===== src/rtl/hit_ts_pkg.sv =====
package hit_ts_pkg;
  localparam int TS_W   = 48;
  localparam int CHIP_W = 2;
  localparam int CHAN_W = 6;
  localparam int SLOT_W = 3;
  localparam int BEAT_W = 16;
  localparam int REC_W  = 64;
  localparam int BEATS  = REC_W / BEAT_W;
  localparam int PAD_W  = REC_W - TS_W - CHIP_W - CHAN_W - SLOT_W - 1;

  typedef struct packed {
    logic [TS_W-1:0]   ts;
    logic [CHIP_W-1:0] chip;
    logic [CHAN_W-1:0] chan;
    logic [SLOT_W-1:0] slot;
    logic              anodic;
    logic [PAD_W-1:0]  pad;
  } hit_rec_t;

  typedef enum logic [1:0] {
    RD_IDLE = 2'd0,
    RD_SCAN = 2'd1,
    RD_SEND = 2'd2
  } rd_state_e;
endpackage


===== src/rtl/gray_ts_counter.sv =====
module gray_ts_counter #(
  parameter int W = 48
) (
  input  logic         clk,
  input  logic         rst_n,
  output logic [W-1:0] gray_o
);
  logic [W-1:0] bin_q, bin_d, gray_d;

  always_comb begin
    bin_d  = bin_q + {{(W-1){1'b0}}, 1'b1};
    gray_d = bin_d ^ (bin_d >> 1);
  end

  always_ff @(posedge clk or negedge rst_n) begin
    if (!rst_n) begin
      bin_q  <= '0;
      gray_o <= '0;
    end else begin
      bin_q  <= bin_d;
      gray_o <= gray_d;
    end
  end


  gray_one_bit_chk: assert property (@(posedge clk) disable iff (!rst_n)
    1'b1 |=> ($countones(gray_o ^ $past(gray_o)) == 1));
endmodule


===== src/rtl/hit_channel.sv =====
module hit_channel
  import hit_ts_pkg::*;
#(
  parameter int A_DEPTH = 5,
  parameter int C_DEPTH = 1
) (
  input  logic              clk,
  input  logic              rst_n,
  input  logic              strobe_i,
  input  logic              en_i,
  input  logic              anodic_i,
  input  logic [TS_W-1:0]   ts_i,
  input  logic              pop_i,
  output logic              avail_o,
  output logic [TS_W-1:0]   head_ts_o,
  output logic [SLOT_W-1:0] head_slot_o
);
  localparam int CW = $clog2(A_DEPTH + 1);

  logic [2:0]           sync_q;
  logic [CW-1:0]        cnt_q, cnt_d, rd_q, rd_d, depth_w;
  logic                 edge_w, full_w, wr_w;
  logic [TS_W-1:0]      mem_q [A_DEPTH];

  always_comb begin
    edge_w  = sync_q[1] & ~sync_q[2];
    depth_w = anodic_i ? CW'(A_DEPTH) : CW'(C_DEPTH);
    full_w  = (cnt_q >= depth_w);
    wr_w    = edge_w & en_i & ~full_w;
    cnt_d   = cnt_q;
    rd_d    = rd_q;
    if (wr_w) cnt_d = cnt_q + CW'(1);
    if (pop_i) begin
      if ((rd_q + CW'(1)) == cnt_d) begin
        cnt_d = '0;
        rd_d  = '0;
      end else begin
        rd_d = rd_q + CW'(1);
      end
    end
  end

  always_ff @(posedge clk or negedge rst_n) begin
    if (!rst_n) begin
      sync_q <= '0;
      cnt_q  <= '0;
      rd_q   <= '0;
    end else begin
      sync_q <= {sync_q[1:0], strobe_i};
      cnt_q  <= cnt_d;
      rd_q   <= rd_d;
    end
  end

  for (genvar s = 0; s < A_DEPTH; s++) begin : g_slot
    always_ff @(posedge clk) begin
      if (wr_w && (cnt_q == CW'(s))) mem_q[s] <= ts_i;
    end
  end

  always_comb begin
    head_ts_o = '0;
    for (int s = 0; s < A_DEPTH; s++) begin
      if (rd_q == CW'(s)) head_ts_o = mem_q[s];
    end
    head_slot_o = SLOT_W'(rd_q);
    avail_o     = (cnt_q != rd_q);
  end


  depth_bound_chk: assert property (@(posedge clk) disable iff (!rst_n)
    cnt_q <= depth_w);

  full_drop_chk: assert property (@(posedge clk) disable iff (!rst_n)
    (edge_w && full_w && !pop_i) |=> $stable(cnt_q));

  disabled_hold_chk: assert property (@(posedge clk) disable iff (!rst_n)
    (!en_i && !pop_i) |=> $stable(cnt_q));

  pop_valid_chk: assert property (@(posedge clk) disable iff (!rst_n)
    pop_i |-> avail_o);
endmodule


===== src/rtl/token_readout.sv =====
module token_readout
  import hit_ts_pkg::*;
#(
  parameter int NCH = 6
) (
  input  logic                       clk,
  input  logic                       rst_n,
  input  logic                       token_go_i,
  input  logic                       data_read_i,
  input  logic [CHIP_W-1:0]          chip_id_i,
  input  logic [NCH-1:0]             avail_i,
  input  logic [NCH-1:0]             anodic_i,
  input  logic [NCH-1:0][TS_W-1:0]   head_ts_i,
  input  logic [NCH-1:0][SLOT_W-1:0] head_slot_i,
  output logic [NCH-1:0]             pop_o,
  output logic [BEAT_W-1:0]          data_o,
  output logic                       data_ready_o,
  output logic                       token_back_o
);
  localparam int BW = $clog2(BEATS);

  rd_state_e          st_q, st_d;
  logic [CHAN_W-1:0]  sel_q, sel_d, pick_w;
  logic [REC_W-1:0]   rec_q, rec_d;
  logic [BW-1:0]      beat_q, beat_d;
  logic               tb_q, tb_d, found_w, last_w;
  hit_rec_t           rec_w;

  always_comb begin
    pick_w  = '0;
    found_w = |avail_i;
    for (int i = NCH - 1; i >= 0; i--) begin
      if (avail_i[i]) pick_w = CHAN_W'(i);
    end
    rec_w.ts     = head_ts_i[pick_w];
    rec_w.chip   = chip_id_i;
    rec_w.chan   = pick_w;
    rec_w.slot   = head_slot_i[pick_w];
    rec_w.anodic = anodic_i[pick_w];
    rec_w.pad    = '0;
  end

  always_comb begin
    st_d   = st_q;
    sel_d  = sel_q;
    rec_d  = rec_q;
    beat_d = beat_q;
    tb_d   = 1'b0;
    last_w = (beat_q == BW'(BEATS - 1));
    case (st_q)
      RD_IDLE: if (token_go_i) st_d = RD_SCAN;
      RD_SCAN: begin
        if (found_w) begin
          rec_d  = rec_w;
          sel_d  = pick_w;
          beat_d = '0;
          st_d   = RD_SEND;
        end else begin
          tb_d = 1'b1;
          st_d = RD_IDLE;
        end
      end
      RD_SEND: begin
        if (data_read_i) begin
          if (last_w) begin
            st_d  = RD_SCAN;
            rec_d = '0;
          end else begin
            beat_d = beat_q + BW'(1);
            rec_d  = rec_q << BEAT_W;
          end
        end
      end
      default: st_d = RD_IDLE;
    endcase
  end

  always_ff @(posedge clk or negedge rst_n) begin
    if (!rst_n) begin
      st_q   <= RD_IDLE;
      sel_q  <= '0;
      rec_q  <= '0;
      beat_q <= '0;
      tb_q   <= 1'b0;
    end else begin
      st_q   <= st_d;
      sel_q  <= sel_d;
      rec_q  <= rec_d;
      beat_q <= beat_d;
      tb_q   <= tb_d;
    end
  end

  always_comb begin
    pop_o        = (st_q == RD_SEND && data_read_i && last_w) ? (NCH'(1) << sel_q) : '0;
    data_o       = rec_q[REC_W-1 -: BEAT_W];
    data_ready_o = (st_q == RD_SEND);
    token_back_o = tb_q;
  end


  ready_token_excl_chk: assert property (@(posedge clk) disable iff (!rst_n)
    !(data_ready_o && token_back_o));

  token_pulse_chk: assert property (@(posedge clk) disable iff (!rst_n)
    token_back_o |=> !token_back_o);

  beat_hold_chk: assert property (@(posedge clk) disable iff (!rst_n)
    (data_ready_o && !data_read_i) |=> (data_ready_o && $stable(data_o)));

  pop_onehot_chk: assert property (@(posedge clk) disable iff (!rst_n)
    $onehot0(pop_o));
endmodule


===== src/rtl/hit_ts_readout.sv =====
module hit_ts_readout
  import hit_ts_pkg::*;
#(
  parameter int NCH     = 6,
  parameter int A_DEPTH = 5,
  parameter int C_DEPTH = 1
) (
  input  logic              clk,
  input  logic              rst_n,
  input  logic [NCH-1:0]    hit_i,
  input  logic [NCH-1:0]    chan_en_i,
  input  logic [NCH-1:0]    chan_anodic_i,
  input  logic [CHIP_W-1:0] chip_id_i,
  input  logic              token_go_i,
  input  logic              data_read_i,
  output logic [BEAT_W-1:0] data_o,
  output logic              data_ready_o,
  output logic              token_back_o,
  output logic              anode_nonempty_o,
  output logic              cathode_nonempty_o
);
  logic [1:0]                 rsync_q;
  logic                       rst_int_n;
  logic [TS_W-1:0]            ts_gray;
  logic [NCH-1:0]             avail_w, pop_w;
  logic [NCH-1:0][TS_W-1:0]   head_ts_w;
  logic [NCH-1:0][SLOT_W-1:0] head_slot_w;

  always_ff @(posedge clk or negedge rst_n) begin
    if (!rst_n) rsync_q <= '0;
    else        rsync_q <= {rsync_q[0], 1'b1};
  end
  assign rst_int_n = rsync_q[1];

  gray_ts_counter #(.W(TS_W)) ts_cnt_i (
    .clk    (clk),
    .rst_n  (rst_int_n),
    .gray_o (ts_gray)
  );

  for (genvar c = 0; c < NCH; c++) begin : g_chan
    hit_channel #(.A_DEPTH(A_DEPTH), .C_DEPTH(C_DEPTH)) chan_i (
      .clk         (clk),
      .rst_n       (rst_int_n),
      .strobe_i    (hit_i[c]),
      .en_i        (chan_en_i[c]),
      .anodic_i    (chan_anodic_i[c]),
      .ts_i        (ts_gray),
      .pop_i       (pop_w[c]),
      .avail_o     (avail_w[c]),
      .head_ts_o   (head_ts_w[c]),
      .head_slot_o (head_slot_w[c])
    );
  end

  token_readout #(.NCH(NCH)) rdout_i (
    .clk          (clk),
    .rst_n        (rst_int_n),
    .token_go_i   (token_go_i),
    .data_read_i  (data_read_i),
    .chip_id_i    (chip_id_i),
    .avail_i      (avail_w),
    .anodic_i     (chan_anodic_i),
    .head_ts_i    (head_ts_w),
    .head_slot_i  (head_slot_w),
    .pop_o        (pop_w),
    .data_o       (data_o),
    .data_ready_o (data_ready_o),
    .token_back_o (token_back_o)
  );

  always_comb begin
    anode_nonempty_o   = |(avail_w & chan_anodic_i);
    cathode_nonempty_o = |(avail_w & ~chan_anodic_i);
  end


  flag_source_chk: assert property (@(posedge clk) disable iff (!rst_int_n)
    (anode_nonempty_o || cathode_nonempty_o) |-> (avail_w != '0));
endmodule


===== config.mk =====
export PLATFORM = sky130hd
export DESIGN_NAME = hit_ts_readout
export DESIGN_NICKNAME = d
export VERILOG_FILES = /design/src/rtl/hit_ts_pkg.sv /design/src/rtl/gray_ts_counter.sv /design/src/rtl/hit_channel.sv /design/src/rtl/token_readout.sv /design/src/rtl/hit_ts_readout.sv
export SDC_FILE = /design/constraint.sdc
export NUM_CORES = 2
export LEC_CHECK = 0
export ABC_AREA = 0
export BUFFER_PORTS_ARGS = -buffer_cell sky130_fd_sc_hd__buf_2
export CAP_MARGIN = 40
export CORE_MARGIN = 2
export CORE_UTILIZATION = 46
export CTS_BUF_LIST = sky130_fd_sc_hd__clkbuf_8 sky130_fd_sc_hd__clkbuf_16
export DETAILED_ROUTE_END_ITERATION = 6
export PLACE_DENSITY = 0.58
export SYNTH_ARGS = -nofsm -noshare
export SYNTH_HDL_FRONTEND = slang
export SYNTH_HIERARCHICAL = 1
export SYNTH_SLANG_ARGS = --single-unit
export TNS_END_PERCENT = 1

===== constraint.sdc =====
create_clock -name clk -period 7.3 [get_ports clk]
set_input_delay 0.73 -clock clk [delete_from_list [all_inputs] [get_ports clk]]
set_output_delay 0.73 -clock clk [all_outputs]
set_load 0.05 [all_outputs]

==> results by group <==
Status
  • Result of the run: completed

Floorplanning
  • Core Region: around 0.15 mm^2
  • Die boundary width: around 390 um
  • Initial core utilization: a little under half
  • Overall die area: approximately 0.15 mm^2
  • I/O pin total: 44
  • # rows: 140
  • Height of the die: 387.7 um

Synth
  • Post-synth design cell area: 0.06773 mm^2
  • Avg Inst Size Synth: around 14 um^2
  • Sequential area share after synthesis: about 70%
  • YS warnings: 6
  • Net count after synthesis: 5100
  • Synthesized flop and latch total: between 1500 and 2000
  • Share of flip-flops with an asynchronous set or reset after synthesis: approximately an eighth
  • Gate count after technology mapping: roughly 5000
  • Count of flip-flops with a built-in enable after synthesis: around 1400
  • Most instantiated flip-flop cell in the synthesis netlist: sky130_fd_sc_hd__edfxtp_1
  • Distinct cells, synth: ~80

STA
  • TNS Setup: 0 ns
  • Count of pins over their slew limit: 0
  • RSZ-0062 raised after global routing: no
  • Final hold violation count: 0
  • Slack of the critical path: around 3.1 ns
  • Post-layout minimum cycle time: 4.197 ns
  • Number of endpoints failing setup at the final stage: 0
  • Worst Clk Skew: 0.02613 ns
  • Final period utilization: between 50 and 60%
  • Max frequency: around 240 MHz
  • Remaining max-slew budget at the tightest pin: approximately a third
  • Worst-Margin Slew: a little under 1 ns
  • Hold slack final: roughly 0.058 ns

Placed design
  • Total cell area at the placement stage: 0.07054 mm^2
  • Detailed placement HPWL: ~110 mm
  • Routability cong.: approximately 0.84
  • Total of buffers placed on input and output ports: 43
  • Setup Slack @ Placement: 3.214 ns

Worst setup path
  • Type of the setup path with the least slack: reg -> reg
  • Critical Path Start Type: flip-flop
  • Arr. time, crit path: ~4.8 ns
  • Cell type of the slowest stage on the worst timing path: sky130_fd_sc_hd__or3_4
  • Worst-path cell chain: xnor2_1 > nand3_1 > or2_4 > buf_4 > or3_4 > buf_4 > nand3_1 > a32oi_1 > a31oi_1
  • WP buf/inv: 2
  • Cell type group with the largest total delay on the critical path: simple AND/OR/NAND/NOR gates
  • Largest fanout on the critical path: 88
  • Launch point of the worst path: g_chan[2].chan_i/head_slot_o[2]
  • Required time of the critical path: between 7 and 8 ns
  • Cell depth of the worst setup path: 9
  • Worst R2R End: rdout_i/rec_q[39]
  • Critical register-to-register path startpoint: g_chan[2].chan_i/head_slot_o[2]
  • Reg2reg setup slack: 3.10 ns
  • Crit path largest cell delay: about 0.83 ns
  • Endpoint of the worst setup timing path: rdout_i/rec_q[39]
  • Capturing element type of the critical path: flip-flop
  • Path depth of the worst reg2reg path: 9

GRT
  • First-pass GRT wire length: between 200 and 300 mm
  • Antenna violations before repair: 1
  • Number of global-route vias before repair: 39900
  • Sum of overflow across all layers after global routing: 0
  • Maximum number of pins on one net before global-route repair: 120
  • GR Util All Layers: a little under a quarter

Clock tree
  • CTS Sinks: ~1700
  • Clock transition at the registers of the reported paths: 0.07 ns
  • TritonCTS buffer count: 170
  • Buffer depth of the longest clock path: 3
  • Cell chosen for the clock root: sky130_fd_sc_hd__clkbuf_16
  • Clock latency reported for the late side of the worst-skew pair: 0.79 ns
  • Cts repair resizes: 0
  • TritonCTS clock tree: yes
  • Htree depth: 4

Route
  • Total number of vias: about 42000
  • Via-to-Cell Ratio: around 5.9
  • 1st-pass router iterations: 5
  • Detailed-route DRC error count: 0
  • Number of violations reported at the end of detailed-routing iteration 0: approximately 4000
  • Total wire length after detailed routing: ~180 mm
  • Remaining antenna violation count: 0
  • Detail-routed net length per standard cell: around 26 um

Power
  • Worst ir drop on vdd: about 0.25 mV
  • P per Cell Area: roughly 320 mW/mm^2
  • Leakage: approximately 0.025 uW

Hold path
  • HP Class: in -> reg

Job
  • Count of max-cap constraint violations: 0

Layout
  • Number of nets in the layout: between 5000 and 6000
  • Cell area after layout: between 0.07 and 0.08 mm^2
  • Fin util: 52.05%
  • Share of post-route cells with drive strength above 1: roughly 11%
  • Area growth, synth to finish: 12.14%
  • Antenna diode count: 0
[cells by family (layout without fill, tap and decap cells)]
group           count (synthesis)  in the layout  share of synthesized area (%)
xor+xnor                      118            118                          1.587
fa+ha+maj                      68             68                          1.256
buf+inv                       468            579                          3.117
mux                            28             28                         0.4692
simple gates                 1455           1455                          10.14
flops                        1656           1656                          71.83
other cells                     1              1                       0.005537
compound gates               1214           1214                          11.60
[Yosys cell counts (all sizes together) (11+ instances only)]
cell / n / share of area, %
nor3: 299 / 2.2
inv: 101 / 0.56
nor2b: 16 / 0.15
xnor2: 69 / 0.94
a32oi: 39 / 0.50
and3: 45 / 0.42
clkbuf: 220 / 1.2
and2: 22 / 0.21
a21oi: 329 / 2.5
o211ai: 41 / 0.46
nand3: 188 / 1.5
o21ai: 393 / 2.9
nor2: 370 / 2.1
nand4: 13 / 0.13
dfrtp: 216 / 8.0
buf: 147 / 1.3
or3: 11 / 0.14
a31oi: 55 / 0.51
or2: 56 / 0.52
nand2: 396 / 2.2
edfxtp: 1440 / 64
xor2: 49 / 0.64
mux2i: 16 / 0.24
a221oi: 303 / 3.9
nand2b: 11 / 0.10
ha: 68 / 1.3
[layout by cell type, fill, tap and decap left out, drive strengths merged, types with 169 or more instances in the layout]
cell type     n
a21oi       329
a221oi      303
buf         169
clkbuf      189
dfrtp       216
edfxtp     1440
nand2       396
nand3       188
nor2        370
nor3        299
o21ai       393
[routing by layer]
layer | track usage [%] | vias up | part of all wire (%) | wire length [um]
met3 | 3.116 | 229 | 5.6 | 10180
li1 | - | 19000 | - | -
met5 | 0 | - | 0 | 0
met4 | 7.251 | 0 | 2.7 | 4881
met1 | 33.08 | 21180 | 42 | 76630
met2 | 39.51 | 1366 | 49 | 89730
[registers in the layout, indices dropped and copies added, names as in the netlist]
register,count
g_chan.chan_i/cnt_q,18
g_chan.chan_i/head_slot_o,18
g_chan.chan_i/mem_q,1440
g_chan.chan_i/sync_q,18
rdout_i/beat_q,2
rdout_i/rec_q,57
rdout_i/sel_q,3
rdout_i/st_q,2
rdout_i/token_back_o,1
rsync_q,2
ts_cnt_i/bin_q,48
ts_cnt_i/gray_o,47
[where the power goes]
group	internal (uW)	total, uW	switching (uW)
clock network	4830	8380	3550
logic	1680	4940	3270
registers	10600	11100	425
[worst min-delay path by stage]
| stage | start | to | slack, ns | cells after the start |
|---|---|---|---|---|
| 4_1_cts | hit_i[3] | g_chan[3].chan_i/sync_q[0] | 0.0008 | 1 |
| 3_5_place_dp | rsync_q[1] | ts_cnt_i/gray_o[2] | 0.33 | 0 |
| 2_1_floorplan | g_chan[0].chan_i/sync_q[0] | g_chan[0].chan_i/sync_q[1] | 0.33 | 0 |
| 6_report | hit_i[1] | g_chan[1].chan_i/sync_q[0] | 0.06 | 1 |
| 5_1_grt | hit_i[1] | g_chan[1].chan_i/sync_q[0] | 0.01 | 1 |
| 3_3_place_gp | rsync_q[1] | ts_cnt_i/gray_o[2] | 0.33 | 0 |
[layout make-up]
type | instances | area (um^2)
Clock buffer | 189 | 4583
Clock inverter | 117 | 799.5
Fill cell | 12190 | 69970
Inverter | 101 | 379.1
Multi-Input combinational cell | 2884 | 17300
Sequential cell | 1656 | 48660
Tap cell | 1917 | 2399
Timing Repair Buffer | 172 | 1838
[per-stage QoR]
| stage | std cells | total power, uW |
|---|---|---|
| 6_report | 7036 | 24370 |
| 5_1_grt | 7036 | 25380 |
| 3_3_place_gp | 6690 | 16040 |
| 3_5_place_dp | 6727 | 16160 |
| 4_1_cts | 7036 | 24500 |
| 2_1_floorplan | 5008 | 14500 |
[timing repair]
item,4_1_cts,5_1_grt
hold endpoints to repair,4,0
setup buffers,0,0
hold buffers,3,0
[worst register-to-register path: stages (launching register included)]
cell                      delay (ns)
sky130_fd_sc_hd__dfrtp_1        0.58
sky130_fd_sc_hd__xnor2_1        0.16
sky130_fd_sc_hd__nand3_1        0.34
sky130_fd_sc_hd__or2_4          0.19
sky130_fd_sc_hd__buf_4          0.60
sky130_fd_sc_hd__or3_4          0.86
sky130_fd_sc_hd__buf_4          0.79
sky130_fd_sc_hd__nand3_1        0.17
sky130_fd_sc_hd__a32oi_1        0.26
sky130_fd_sc_hd__a31oi_1        0.11
No activity file was read; power rests on OpenSTA's default activity.
